--- config.mk ---
export PLATFORM = sky130hd
export DESIGN_NAME = pattern_trigger
export DESIGN_NICKNAME = d
export VERILOG_FILES = /design/src/rtl/trig_pkg.sv /design/src/rtl/trig_ctrl.sv /design/src/rtl/trig_datapath.sv /design/src/rtl/pattern_trigger.sv
export SDC_FILE = /design/constraint.sdc
export NUM_CORES = 1
export LEC_CHECK = 0
export BUFFER_PORTS_ARGS = -buffer_cell sky130_fd_sc_hd__buf_2
export CORE_ASPECT_RATIO = 1.2
export CORE_UTILIZATION = 35
export DETAILED_ROUTE_END_ITERATION = 6
export PLACE_DENSITY = 0.51
export SLEW_MARGIN = 40
export SYNTH_ARGS = -nofsm -noshare
export SYNTH_HDL_FRONTEND = slang
export SYNTH_SLANG_ARGS = --single-unit
export TNS_END_PERCENT = 30
--- constraint.sdc ---
create_clock -name clk -period 1.9 [get_ports clk]
set_input_delay 0.285 -clock clk [delete_from_list [all_inputs] [get_ports clk]]
set_output_delay 0.285 -clock clk [all_outputs]
set_load 0.02 [all_outputs]
--- src/rtl/trig_pkg.sv ---
package trig_pkg;

  typedef enum logic [2:0] {
    COND_ANY    = 3'd0,
    COND_HIGH   = 3'd1,
    COND_LOW    = 3'd2,
    COND_RISE   = 3'd3,
    COND_FALL   = 3'd4,
    COND_EITHER = 3'd5
  } trig_cond_e;

  // strobes from control to datapath
  typedef struct packed {
    logic levelOk;  // current sample register holds a real capture
    logic edgeOk;   // previous sample register holds a real capture too
    logic polLow;   // trigger output active low
  } ctrl_strobe_t;

  function automatic logic condActive(input logic [2:0] code);
    return (code != 3'd0) && (code <= 3'd5);
  endfunction

  function automatic logic condMet(input logic [2:0] code, input logic cur,
                                   input logic prev, input logic levelOk,
                                   input logic edgeOk);
    logic met;
    case (code)
      COND_HIGH:   met = levelOk & cur;
      COND_LOW:    met = levelOk & ~cur;
      COND_RISE:   met = edgeOk & cur & ~prev;
      COND_FALL:   met = edgeOk & ~cur & prev;
      COND_EITHER: met = edgeOk & (cur ^ prev);
      default:     met = 1'b1;
    endcase
    return met;
  endfunction

endpackage

--- src/rtl/trig_ctrl.sv ---
module trig_ctrl
  import trig_pkg::*;
#(
  parameter int NUM_CH = 8,
  localparam int ADDR_W = $clog2(NUM_CH + 2)
) (
  input  logic                  clk,
  input  logic                  rstN,
  input  logic                  restartIn,
  input  logic                  cfgWrEn,
  input  logic [ADDR_W-1:0]     cfgAddr,
  input  logic [2:0]            cfgWrData,
  output logic [NUM_CH*3-1:0]   chCodes,
  output logic [2:0]            extCode,
  output ctrl_strobe_t          strobe
);

  localparam logic [ADDR_W-1:0] EXT_ADDR = ADDR_W'(NUM_CH);
  localparam logic [ADDR_W-1:0] POL_ADDR = ADDR_W'(NUM_CH + 1);

  logic [1:0] fillQ;
  logic       polQ;

  for (genvar ch = 0; ch < NUM_CH; ch++) begin : g_code
    always_ff @(posedge clk or negedge rstN) begin
      if (!rstN) chCodes[ch*3 +: 3] <= 3'd0;
      else if (cfgWrEn && cfgAddr == ADDR_W'(ch)) chCodes[ch*3 +: 3] <= cfgWrData;
    end
  end

  always_ff @(posedge clk or negedge rstN) begin
    if (!rstN) begin
      extCode <= 3'd0;
      polQ    <= 1'b0;
    end else if (cfgWrEn) begin
      if (cfgAddr == EXT_ADDR) extCode <= cfgWrData;
      if (cfgAddr == POL_ADDR) polQ    <= cfgWrData[0];
    end
  end

  // count of real captures held in the two sample registers
  always_ff @(posedge clk or negedge rstN) begin
    if (!rstN)               fillQ <= 2'd0;
    else if (restartIn)      fillQ <= 2'd1;
    else if (fillQ != 2'd2)  fillQ <= fillQ + 2'd1;
  end

  always_comb begin
    strobe.levelOk = (fillQ != 2'd0);
    strobe.edgeOk  = (fillQ == 2'd2);
    strobe.polLow  = polQ;
  end

endmodule

--- src/rtl/trig_datapath.sv ---
module trig_datapath
  import trig_pkg::*;
#(
  parameter int NUM_CH = 8
) (
  input  logic                clk,
  input  logic                rstN,
  input  logic [NUM_CH-1:0]   probeIn,
  input  logic                extTrigIn,
  input  logic [NUM_CH*3-1:0] chCodes,
  input  logic [2:0]          extCode,
  input  ctrl_strobe_t        strobe,
  output logic                trigEvent,
  output logic                trigOut
);

  logic [NUM_CH-1:0] curQ, prevQ, chMet, chActive;
  logic              extCurQ, extPrevQ, extMet, hit;

  always_ff @(posedge clk or negedge rstN) begin
    if (!rstN) begin
      curQ     <= '0;
      prevQ    <= '0;
      extCurQ  <= 1'b0;
      extPrevQ <= 1'b0;
    end else begin
      curQ     <= probeIn;
      prevQ    <= curQ;
      extCurQ  <= extTrigIn;
      extPrevQ <= extCurQ;
    end
  end

  for (genvar ch = 0; ch < NUM_CH; ch++) begin : g_eval
    assign chMet[ch]    = condMet(chCodes[ch*3 +: 3], curQ[ch], prevQ[ch],
                                  strobe.levelOk, strobe.edgeOk);
    assign chActive[ch] = condActive(chCodes[ch*3 +: 3]);
  end

  assign extMet = condMet(extCode, extCurQ, extPrevQ, strobe.levelOk, strobe.edgeOk);
  assign hit    = (&chMet) & extMet & ((|chActive) | condActive(extCode));

  always_ff @(posedge clk or negedge rstN) begin
    if (!rstN) begin
      trigEvent <= 1'b0;
      trigOut   <= 1'b0;
    end else begin
      trigEvent <= hit;
      trigOut   <= hit ^ strobe.polLow;
    end
  end

endmodule

--- src/rtl/pattern_trigger.sv ---
module pattern_trigger
  import trig_pkg::*;
#(
  parameter int NUM_CH = 8,
  localparam int ADDR_W = $clog2(NUM_CH + 2)
) (
  input  logic              clk,
  input  logic              rstN,
  input  logic              restartIn,
  input  logic [NUM_CH-1:0] probeIn,
  input  logic              extTrigIn,
  input  logic              cfgWrEn,
  input  logic [ADDR_W-1:0] cfgAddr,
  input  logic [2:0]        cfgWrData,
  output logic              trigEvent,
  output logic              trigOut
);

  logic [NUM_CH*3-1:0] chCodes;
  logic [2:0]          extCode;
  ctrl_strobe_t        ctrlStb;

  trig_ctrl #(.NUM_CH(NUM_CH)) u_ctrl (
    .clk(clk), .rstN(rstN), .restartIn(restartIn), .cfgWrEn(cfgWrEn),
    .cfgAddr(cfgAddr), .cfgWrData(cfgWrData), .chCodes(chCodes),
    .extCode(extCode), .strobe(ctrlStb)
  );

  trig_datapath #(.NUM_CH(NUM_CH)) u_dp (
    .clk(clk), .rstN(rstN), .probeIn(probeIn), .extTrigIn(extTrigIn),
    .chCodes(chCodes), .extCode(extCode), .strobe(ctrlStb),
    .trigEvent(trigEvent), .trigOut(trigOut)
  );

endmodule

# Yosys cells after proc, flatten, opt, wreduce, memory -nomap -nowiden
# Index checks and enable logic that the tools add are counted.
totals:
  elab_cells: 221
  ff_bits: 50
op_classes:
  n_lt_le_gt_ge: 9
  n_mux: 11
  addsub: 1
  n_bitwise: 94
  reduce_logical: 33
  n_eq_ne: 56
ops:
  columns: ["cell", "count"]
  rows:
  - ["$and 1x1->1", 65]
  - ["$eq 3x2->1 const B", 18]
  - ["$eq 3x3->1 const B", 18]
  - ["$pmux 1 s5", 9]
  - ["$eq 3x1->1 const B", 9]
  - ["$le 3x3->1 const B", 9]
  - ["$reduce_bool 3->1", 9]
  - ["$not 1->1", 18]
  - ["$logic_and 1x1->1", 17]
  - ["$eq 4x3->1 const B", 4]
  - ["$xor 1x1->1", 10]
  - ["$eq 4x2->1 const B", 2]
  - ["$eq 4x4->1 const B", 2]
  - ["$reduce_and 8->1", 1]
  - ["$reduce_or 8->1", 1]
  - ["$eq 4x1->1 const B", 1]
  - ["$logic_not 4->1", 1]
  - ["$mux 2", 2]
  - ["$reduce_and 2->1", 2]
  - ["$reduce_bool 2->1", 2]
  - ["$add 2x1->2 const B", 1]
  - ["$eq 2x2->1 const B", 1]
  - ["$ne 2x2->1 const B", 1]
  - ["$or 1x1->1", 1]

# Longest topological paths before layout
# Gate-level depths: netlist (run 1).
logic_depth:
  word_depth: 8
  mapped_depth: 9

# Modules after synthesis
# A second synthesis (run 1) with hierarchy kept.
hier_totals:
  cells_unflattened: 221
  area_unflattened_um2: 2498.6
by_module_without_submodules:
  columns: ["mod", "instances", "cells_per_inst", "area_per_inst_um2", "seq_area_each_um2"]
  rows:
  - ["trig_datapath", 1, 136, 1261.2, 500.5]
  - ["trig_ctrl", 1, 85, 1237.4, 750.7]

# Least setup slack after synthesis (run 1)
# OpenSTA, ideal clock, no wires.
synth_path:
  path_kind: "register -> register"
  start: "reg u_ctrl.chCodes[1]"
  end: "reg u_dp.trigOut"
  setup_time_ns: 0.137
  required_ns: 1.763
  path_slack_ns: 0.007
  arrival_ns: 1.757
  stages_incl_launch_ff: 8
  period_less_slack_ns: 1.893
  path_cell_list: "dfrtp_1 -> buf_6 -> nor3_2 -> a21oi_1 -> or4_4 -> o41ai_2 -> nor4_2 -> xor2_1"
synth_via:
  elab_chain_cells: 6
synth_rtl:
  columns: ["element", "line", "text"]
  rows:
  - ["from (decl)", "trig_ctrl.sv:13", "output logic [NUM_CH*3-1:0] chCodes,"]
  - ["from (signal, indexed assignment)", "trig_ctrl.sv:27", "else if (cfgWrEn && cfgAddr == ADDR_W'(ch)) chCodes[ch*3 +: 3] <= cfgWrData;"]
  - ["$eq 3x3->1, or another cell as far along", "trig_pkg.sv:27", "case (code)"]
  - ["$pmux 1 s5 or $logic_and 1x1->1 (tied branches)", "trig_pkg.sv:27, trig_pkg.sv:20", null]
  - ["$reduce_and 8->1 or $reduce_or 8->1 (tied branches)", "trig_datapath.sv:41", "assign hit = (&chMet) & extMet & ((|chActive) | condActive(extCode));"]
  - ["$and 1x1->1 or $or 1x1->1 (tied branches)", "trig_datapath.sv:41", null]
  - ["$and 1x1->1 *", "trig_datapath.sv:41", null]
  - ["via u_dp.hit", "trig_datapath.sv:18", "logic extCurQ, extPrevQ, extMet, hit;"]
  - ["$xor 1x1->1 *", "trig_datapath.sv:49", "trigOut <= hit ^ strobe.polLow;"]
  - ["to (signal assigned)", "trig_datapath.sv:49", null]
  - ["to (decl)", "trig_datapath.sv:14", "output logic trigOut"]
# The timed path passes the listed nets; every way through them passes the cells marked *.
# A chain may end at the register's enable or synchronous reset.

# Worst setup path in the final report (run 1)
layout_path:
  start: "reg u_ctrl.chCodes[15]"
  end: "reg u_dp.trigOut"
# Same word-level chain as after synthesis.

==> results of run 1 <==
==> timing repair <==
| item | in CTS | in global routing |
|---|---|---|
| gates resized for setup | 17 | 13 |
| pin swaps | 14 | 6 |
| endpoints found under the hold margin | 50 | 0 |
| endpoints found under the setup margin | 2 | 2 |
| setup buffers | 2 | 1 |
| hold buffers | 1 | 0 |
==> synth_stat cells (2+ instances only) <==
cell type / count
or3_1: 2
nand4b_1: 3
a32oi_1: 2
o2111ai_1: 2
o211ai_1: 4
o21ai_0: 8
or3b_2: 2
nor4b_1: 3
o21bai_1: 3
ha_1: 2
buf_2: 2
nor2_1: 14
nor3b_1: 6
nand3b_1: 7
nor2b_1: 5
nand2_1: 7
and4b_1: 4
a21oi_1: 10
and3b_1: 5
nand2b_1: 6
mux2_2: 30
dfrtp_1: 50
inv_1: 8
nor3_1: 8
xor2_1: 2
a31oi_1: 2
==> final cells by class <==
type	count	area (um^2)
timing repair buffer	55	394.1
clock buffer	7	86.33
sequential	50	1251
tap	87	108.9
clock inverter	1	5.005
inverter	8	30.03
fill	681	3701
multi-input combinational	160	1360
==> metrics by stage <==
step | instance area [um^2] | hold slack, ps | power [W] | instances | utilization
final | 3236 | 83.19 | 0.003243 | 368 | 0.4665
after global routing | 3236 | 61.96 | 0.003469 | 368 | 0.4665
after CTS | 3152 | 70.79 | 0.003205 | 367 | 0.4544
after detailed placement | 2959 | 300.5 | 0.002443 | 356 | 0.4266
after global placement | 2959 | 297.9 | 0.002429 | 356 | 0.4266
after floorplan | 2536 | -10.59 | 0.001995 | 223 | -
==> metal layers <==
layer  part of all wire  wire, um
met3              0.019       108
met5                  0         0
met2               0.50      2854
met1               0.47      2687
met4              0.013        76
==> state kept, by name, summed over array words and instances (netlist names) <==
register	cells
u_ctrl.fillQ	2
u_dp.curQ	8
u_ctrl.polQ	1
u_dp.trigEvent	1
u_dp.extPrevQ	1
u_ctrl.chCodes	24
u_dp.prevQ	8
u_ctrl.extCode	3
u_dp.extCurQ	1
u_dp.trigOut	1
==> power groups by stage <==
| stage | combinational [W] | clock [W] | sequential (W) |
|---|---|---|---|
| 2_1_floorplan | 0.000573 | 0 | 0.00142 |
| 3_3_place_gp | 0.00103 | 0 | 0.00140 |
| 3_5_place_dp | 0.00104 | 0 | 0.00140 |
| 4_1_cts | 0.00115 | 0.000673 | 0.00138 |
| 5_1_grt | 0.00134 | 0.000708 | 0.00142 |
| 6_report | 0.00122 | 0.000638 | 0.00139 |
==> path summary, 6_finish.rpt <==
kind / cells after the start / slack [ps] / endpoint
setup / recovery: 6 / -10 / u_dp.trigOut
hold / removal: 1 / 80 / u_dp.curQ[4]
setup reg to reg: 6 / -10 / u_dp.trigOut
hold reg to reg: 0 / 430 / u_dp.prevQ[3]
max in group asynchronous: 3 / 1170 / u_dp.extPrevQ
min in group asynchronous: 3 / 490 / u_dp.prevQ[2]
==> worst max-delay path, stage by stage, from the launching register on <==
cell and delay, ps:
dfrtp_1 440, nor3_2 220, a21oi_1 60, or3_1 420
o41ai_4 420, nor4_4 80, xor2_1 150
==> cells by family (layout without fill, tap and decap cells) <==
logic type,Yosys count,in the layout
muxes,32,32
DFF,50,50
xor gates and xnor gates,2,2
adders and majority gates,2,2
AOI/OAI and AO/OA,45,45
and+or+nand+nor,79,79
buffers and inverters,13,71
==> placed cells by master, fill, tap and decap left out, drive strengths merged, types with 2 or more instances in the layout <==
master and n:
o211ai 4, nor4b 3, and3b 5, nor2b 5, a32oi 2, nand2b 6, a31oi 2, or3 3
nand4b 3, clkbuf 7, o2111ai 2, o21ai 8, and4b 4, or3b 2, inv 8, mux2 31
nand3b 7, o41ai 2, nor3b 6, o21bai 3, ha 2, nand2 7, buf 54, a21oi 10
nor2 14, nor3 9, dfrtp 50, xor2 2
==> impl_metrics.ini, run 1 <==
[status]
status = finished with violations
violations = setup timing

[global_route]
met3_usage = 0.02871
met1_usage = 0.2211
track_usage = 0.1694
grt_first_pass_wirelength_um = 9508
overflow = 0
busiest_layer = met2
antenna_found_initial = 0
grt_max_degree = 51
grt_use_met2 = 0.2863
grt_pass1_vias = 1852

[timing]
min_period_ps = 1915
setup_viol = 1
timing.final.ws_setup_ps = -14.51
tightest_slew_ps = 535.3
final_hold_viol_count = 0
fin_crit_sh = 1.008
slew_viol_final = 0
skew_ps = 3.648
rsz0062_at_grt = true
max_freq_mhz = 522.3
finalSetupTns_ps = -14.51
relSlewSlack = 0.6400

[setup_path]
crit_fanout = 5
criticalPathCategory = flop to flop
cp-end-kind = flop
arrival_ps = 2090
required_ps = 2080
r2r_start = u_ctrl.chCodes[15]
crit_start = u_ctrl.chCodes[15]
start_kind = flop

[floorplan]
fp-row-count = 33
die_h_um = 95.25
start_util = 0.3656
io_pins = 22
fp.dieW_um = 79.71
die-area_mm2 = 0.007592
core-area_mm2 = 0.006937

[yosys]
synth_fa_ha_area_frac = 0.009867
ys.warnings.count = 0
synth-async-reset-ratio = 1.000
synth.area.mux_share = 0.1416
ys_ff_latch = 50
ys_types = 52
synth_area_leaders = dfrtp_1 49%, mux2_2 13%, nand3b_1 2.1%, nor2_1 2.1%, a21oi_1 2.0%
yosysTopAreaCell = dfrtp_1
yosysSeqAreaShare = 0.4933
synth_top_family_by_area = simple AND/OR/NAND/NOR gates
syn_nets = 245
synth-compound-area-share = 0.1238
synthDominantCellAreaShare = 0.4933
synth.cell_area_mm2 = 0.002536
syn_avg_cell_area_um2 = 11.37
synth_xor_area_frac = 0.006907
synth-edff-count = 0
synth_ff_type = dfrtp_1
synth-simple-area-share = 0.2013
postSynthCellCount = 223

[routing]
drt_iter0_markers = 72
drc = 0
antenna_left = 0
vias = 1913
drt-pass1-iter-count = 4
wl_per_cell_um = 15.56
routed_wl_um = 5727
routed_via_density = 5.198

[clock_tree]
cts_tree = yes
cts.reportedPaths.clkPinSlew_ps = 90
clock_sinks = 50
clk_latency_ps = 300
cts-buffers-inserted = 5
h-tree-depth = 2
clk_path_buf_depth = 2
clockRootBuffer = clkbuf_8

[flow_run]
cap_viol_max_count = 0

[pwr]
switching_share = 0.3259
p_int_w = 0.002186
switchingPower_w = 0.001057
p_comb_frac = 0.376
pwr-share-clk = 0.197
power.density_mw_per_mm2 = 1002
leakagePower_nw = 1.403
peakVddDrop_v = 0.0004438
pwr-share-seq = 0.428

[placement]
port_buffers = 21
routabilityCongestion = 0.7186
place_ws_ps = -235.8
place_hpwl_um = 4118

[worst_hold_path]
hold_path.class = input pin to flop
hold_start = probeIn[4]

[final_layout]
n_antenna_cell = 0
drive_above_1_share = 0.4057
syn_to_final_growth_pct = 27.58
fin_nets = 302
No activity file was read; power rests on OpenSTA's default activity.
==> run 2, diff against run 1 <==
- ABC_CLOCK_PERIOD_IN_PS: unset -> 1900
- CELL_PAD_IN_SITES_DETAIL_PLACEMENT: unset -> 1
- CELL_PAD_IN_SITES_GLOBAL_PLACEMENT: unset -> 2
- PLACE_DENSITY: 0.51 -> 0.72
==> impl_metrics.ini, run 2 (synthesis results as in run 1) <==
[floorplan]
io_pins = 22
start_util = 0.3656
die_h_um = 95.25
fp.dieW_um = 79.71
die-area_mm2 = 0.007592
core-area_mm2 = 0.006937
fp-row-count = 33

[final_layout]
drive_above_1_share = 0.4205
top_register = u_ctrl.chCodes
mostFrequentLayoutCells = 50 x dfrtp_1, 30 x mux2_2, 30 x buf_4, 21 x buf_2, 14 x nor2_1
largest_reg_flops = 24
syn_to_final_growth_pct = 29.06
reg.largest.list = u_ctrl.chCodes: 24 flops, u_dp.curQ: 8 flops, u_dp.prevQ: 8 flops
fin_nets = 304
final_cells = 370
multiInputGateArea_mm2 = 0.001379
n_fill_cell = 767
n_antenna_cell = 0
final_common_cell = dfrtp_1
regArea_mm2 = 0.001251

[setup_path]
required_ps = 2140
start_kind = flop
reg2reg_depth = 9
criticalPathCategory = flop to flop
cp-end-kind = flop
arrival_ps = 2160
crit_fanout = 8

[routing]
drt_iter0_markers = 66
routed_wl_um = 6247
vias = 1962
drt-pass1-iter-count = 4
routed_via_density = 5.303
drc = 0
antenna_left = 0
wl_per_cell_um = 16.88

[clock_tree]
cts-buffers-inserted = 5
cts.reportedPaths.clkPinSlew_ps = 100
clk_path_buf_depth = 2
clock_sinks = 50
h-tree-depth = 2
clk_latency_ps = 310
cts_tree = yes
clockRootBuffer = clkbuf_8

[timing]
min_period_ps = 1921
skew_ps = 6.937
final_hold_viol_count = 0
tightest_slew_ps = 605.6
slew_viol_final = 0
max_freq_mhz = 520.7
setup_viol = 2
timing.final.ws_setup_ps = -20.65
fin_crit_sh = 1.011
relSlewSlack = 0.5963
rsz0062_at_grt = true

[pwr]
power.density_mw_per_mm2 = 1022
peakVddDrop_v = 0.0004011
power.total_w = 0.003345
leakagePower_nw = 1.412

[global_route]
grt_pass1_vias = 1997
grt_first_pass_wirelength_um = 9984
grt_max_degree = 28
antenna_found_initial = 0
track_usage = 0.1789
overflow = 0

[placement]
place_hpwl_um = 4581
routabilityCongestion = 0.7394
dp_cells = 355
port_buffers = 21

[status]
violations = setup timing
status = finished with violations

[worst_hold_path]
whs_path_depth = 1
hold_path.class = input pin to flop

[flow_run]
cap_viol_max_count = 0
run 2: final timing paths:
check / to / slack, ps / from
max: u_dp.trigOut / -20 / u_ctrl.fillQ[0]
min: u_dp.curQ[4] / 70 / probeIn[4]
max reg2reg: u_dp.trigOut / -20 / u_ctrl.fillQ[0]
min reg2reg: u_dp.prevQ[2] / 440 / u_dp.curQ[2]
max in group asynchronous: u_ctrl.chCodes[10] / 830 / rstN
min in group asynchronous: u_dp.prevQ[2] / 500 / rstN
run 2: final cells by class:
class | count | share of cell area
well taps | 87 | 0.03326
clock buffers | 6 | 0.02523
clock inverters | 2 | 0.004969
inverters | 8 | 0.009174
multi-input cells | 160 | 0.4213
flip-flops and latches | 50 | 0.3823
repair buffers | 57 | 0.1239
run 2: stage by stage:
stage | TNS, ps | hold WS [ps] | worst slack (ps) | utilization | cell area, um^2
3_3_place_gp | -168.2 | 320.0 | -87.04 | 0.4255 | 2952
3_5_place_dp | -443.4 | 323.8 | -225.7 | 0.4255 | 2952
6_report | -26.43 | 67.39 | -20.65 | 0.4719 | 3273
2_1_floorplan | 0 | -10.59 | 6.627 | - | 2536
4_1_cts | 0 | 58.24 | 1.535 | 0.4621 | 3206
5_1_grt | -284.2 | 44.29 | -166.2 | 0.4719 | 3273
run 2: report_power, final:
group / internal, W / switching (W) / leakage [nW] / total, W
logic: 0.000677 / 0.000594 / 0.761 / 0.00127
clock network: 0.000300 / 0.000380 / 0.0478 / 0.000681
registers: 0.00124 / 0.000152 / 0.603 / 0.00139
run 2: routing by layer:
| layer | vias to the layer above | routed length, um | share of wire | GRT usage |
|---|---|---|---|---|
| li1 | 949 | - | - | - |
| met1 | 978 | 2775 | 0.44 | 0.2242 |
| met2 | 27 | 3218 | 0.52 | 0.3041 |
| met3 | 8 | 165 | 0.026 | 0.03541 |
| met4 | 0 | 87 | 0.014 | 0.06364 |
| met5 | - | 0 | 0 | 0 |
run 2: worst max-delay path, stage by stage (launching register included):
cell	delay, ps
dfrtp_1	410
inv_2	100
ha_4	180
buf_6	130
buf_4	110
nand2_1	40
a21oi_1	260
o41ai_4	110
nor4_4	340
xor2_1	160
run 2: repair_timing:
| action | 4_1_cts | 5_1_grt |
|---|---|---|
| hold buffers | 1 | 0 |
| resized for setup | 23 | 8 |
| cloned | 0 | 0 |
| pin swaps | 10 | 5 |
| buffers inserted | 3 | 3 |
| setup endpoints to repair | 2 | 2 |
| endpoints found under the hold margin | 23 | 0 |
==> run 3, diff against run 2 <==
- CORE_ASPECT_RATIO: 1.2 -> 0.9
==> impl_metrics.ini, run 3 (synthesis results as in run 1) <==
[pwr]
leakagePower_nw = 1.406
pwr-share-clk = 0.196
peakVddDrop_v = 0.0004436
switchingPower_w = 0.001088
pwr-share-seq = 0.426
p_comb_frac = 0.379
switching_share = 0.3315
p_int_w = 0.002195
power.density_mw_per_mm2 = 1011

[setup_path]
reg2reg_to = u_dp.trigOut
r2r_start = u_ctrl.extCode[2]
crit_slowest_cell = or4_4
max_stage_delay_ps = 500
reg2reg_depth = 6
path_cells = nor3_2, a21oi_2, or4_4, o41ai_4, nor4_4, xor2_1
path_buf_inv = 0
start_kind = flop
arrival_ps = 2150
required_ps = 2080
cp-end-kind = flop
r2r_slack_ps = -70
crit_fanout = 2
criticalPathCategory = flop to flop
cp_top_family = simple AND/OR/NAND/NOR gates

[final_layout]
top_register = u_ctrl.chCodes
fin_nets = 305
final_common_cell = dfrtp_1
reg.largest.list = u_ctrl.chCodes: 24 flops, u_dp.curQ: 8 flops, u_dp.prevQ: 8 flops
mostFrequentLayoutCells = 50 x dfrtp_1, 31 x buf_4, 30 x mux2_2, 21 x buf_2, 14 x nor2_1
largest_reg_flops = 24
regArea_mm2 = 0.001251
multiInputGateArea_mm2 = 0.001345
drive_above_1_share = 0.4190
syn_to_final_growth_pct = 28.02
n_fill_cell = 791
final_util = 0.4613
n_antenna_cell = 0

[floorplan]
die-area_mm2 = 0.007591
start_util = 0.3603
io_pins = 22
fp-row-count = 29
fp.dieW_um = 91.73
die_h_um = 82.76
core-area_mm2 = 0.007039

[routing]
routed_wl_um = 6363
m1WireLength_um = 2971
top_layer = met4
routed_via_density = 5.241
drt_iter0_markers = 34
drc = 0
wl_per_cell_um = 16.88
antenna_left = 0
dr_wl_met3_um = 122
dr_wl_met2_um = 3226
drt-pass1-iter-count = 4
vias = 1976

[worst_hold_path]
hold_path.class = input pin to async pin

[timing]
rsz0062_at_grt = true
tightest_slew_ps = 660.7
skew_ps = 4.847
min_period_ps = 1970
timing.final.ws_setup_ps = -69.60
slew_viol_final = 0
setup_viol = 2
fin_hold_ws_ps = 6.767
fin_crit_sh = 1.037
max_freq_mhz = 507.7
final_hold_viol_count = 0
relSlewSlack = 0.5595

[global_route]
grt_max_degree = 29
track_usage = 0.1833
overflow = 0
grt_first_pass_wirelength_um = 10410
grt_pass1_vias = 1986
antenna_found_initial = 0

[placement]
port_buffers = 21
place_hpwl_um = 4647
routabilityCongestion = 0.7650

[clock_tree]
clockRootBuffer = clkbuf_8
clk_path_buf_depth = 2
cts-buffers-inserted = 5
clock_sinks = 50
cts_tree = yes
clk_latency_ps = 300
cts.reportedPaths.clkPinSlew_ps = 90
h-tree-depth = 2

[status]
violations = setup timing
status = finished with violations

[flow_run]
cap_viol_max_count = 0
==> run 3: what timing repair did <==
action / 4_1_cts / 5_1_grt
pin swaps: 13 / 6
hold endpoints to repair: 0 / 0
buffers inserted: 6 / 3
hold buffers: 0 / 0
resized for setup: 25 / 5
setup endpoints to repair: 1 / 2
==> run 3: how the worst max path moves through the flow <==
stage,from,end,depth (start not counted)
after global routing,u_ctrl.chCodes[11],u_dp.trigOut,6
after detailed placement,u_ctrl.fillQ[1],u_dp.trigOut,9
after CTS,u_ctrl.fillQ[1],u_dp.trigOut,9
after global placement,u_ctrl.extCode[1],u_dp.trigOut,6
final,u_ctrl.extCode[2],u_dp.trigOut,6
after floorplan,u_ctrl.chCodes[1],u_dp.trigOut,7
==> run 3: power groups by stage <==
| stage | combinational (W) | clock (W) | sequential [W] |
|---|---|---|---|
| floorplan | 0.000573 | 0 | 0.00142 |
| global placement | 0.00100 | 0 | 0.00140 |
| detailed placement | 0.00103 | 0 | 0.00141 |
| global route | 0.00137 | 0.000715 | 0.00143 |
| CTS | 0.00121 | 0.000677 | 0.00140 |
| finish | 0.00124 | 0.000643 | 0.00140 |
==> run 3: area by class of cell <==
cell class,instances,share of cell area
well taps,93,0.03584
flip-flops and latches,50,0.3854
clock inverters,2,0.003854
clock buffers,6,0.02543
inverters,8,0.009249
repair buffers,58,0.1260
multi-input cells,160,0.4143
==> run 3: metal layers <==
layer  vias up  global-route usage
li1        955                   -
met1      1001              0.2343
met2        16              0.3308
met3         4             0.03388
met4         0             0.03281
met5         -                   0
==> run 3: stage by stage <==
stage / instances / instance area [um^2] / setup slack (ps) / total power, W / setup TNS [ps]
2_1_floorplan: 223 / 2536 / 6.627 / 0.001995 / 0
3_3_place_gp: 360 / 2939 / -21.20 / 0.002408 / -21.20
3_5_place_dp: 360 / 2939 / -63.29 / 0.002447 / -63.29
4_1_cts: 374 / 3201 / -0.008882 / 0.003289 / -0.008882
5_1_grt: 377 / 3247 / -162.9 / 0.003505 / -285.1
6_report: 377 / 3247 / -69.60 / 0.003283 / -108.0
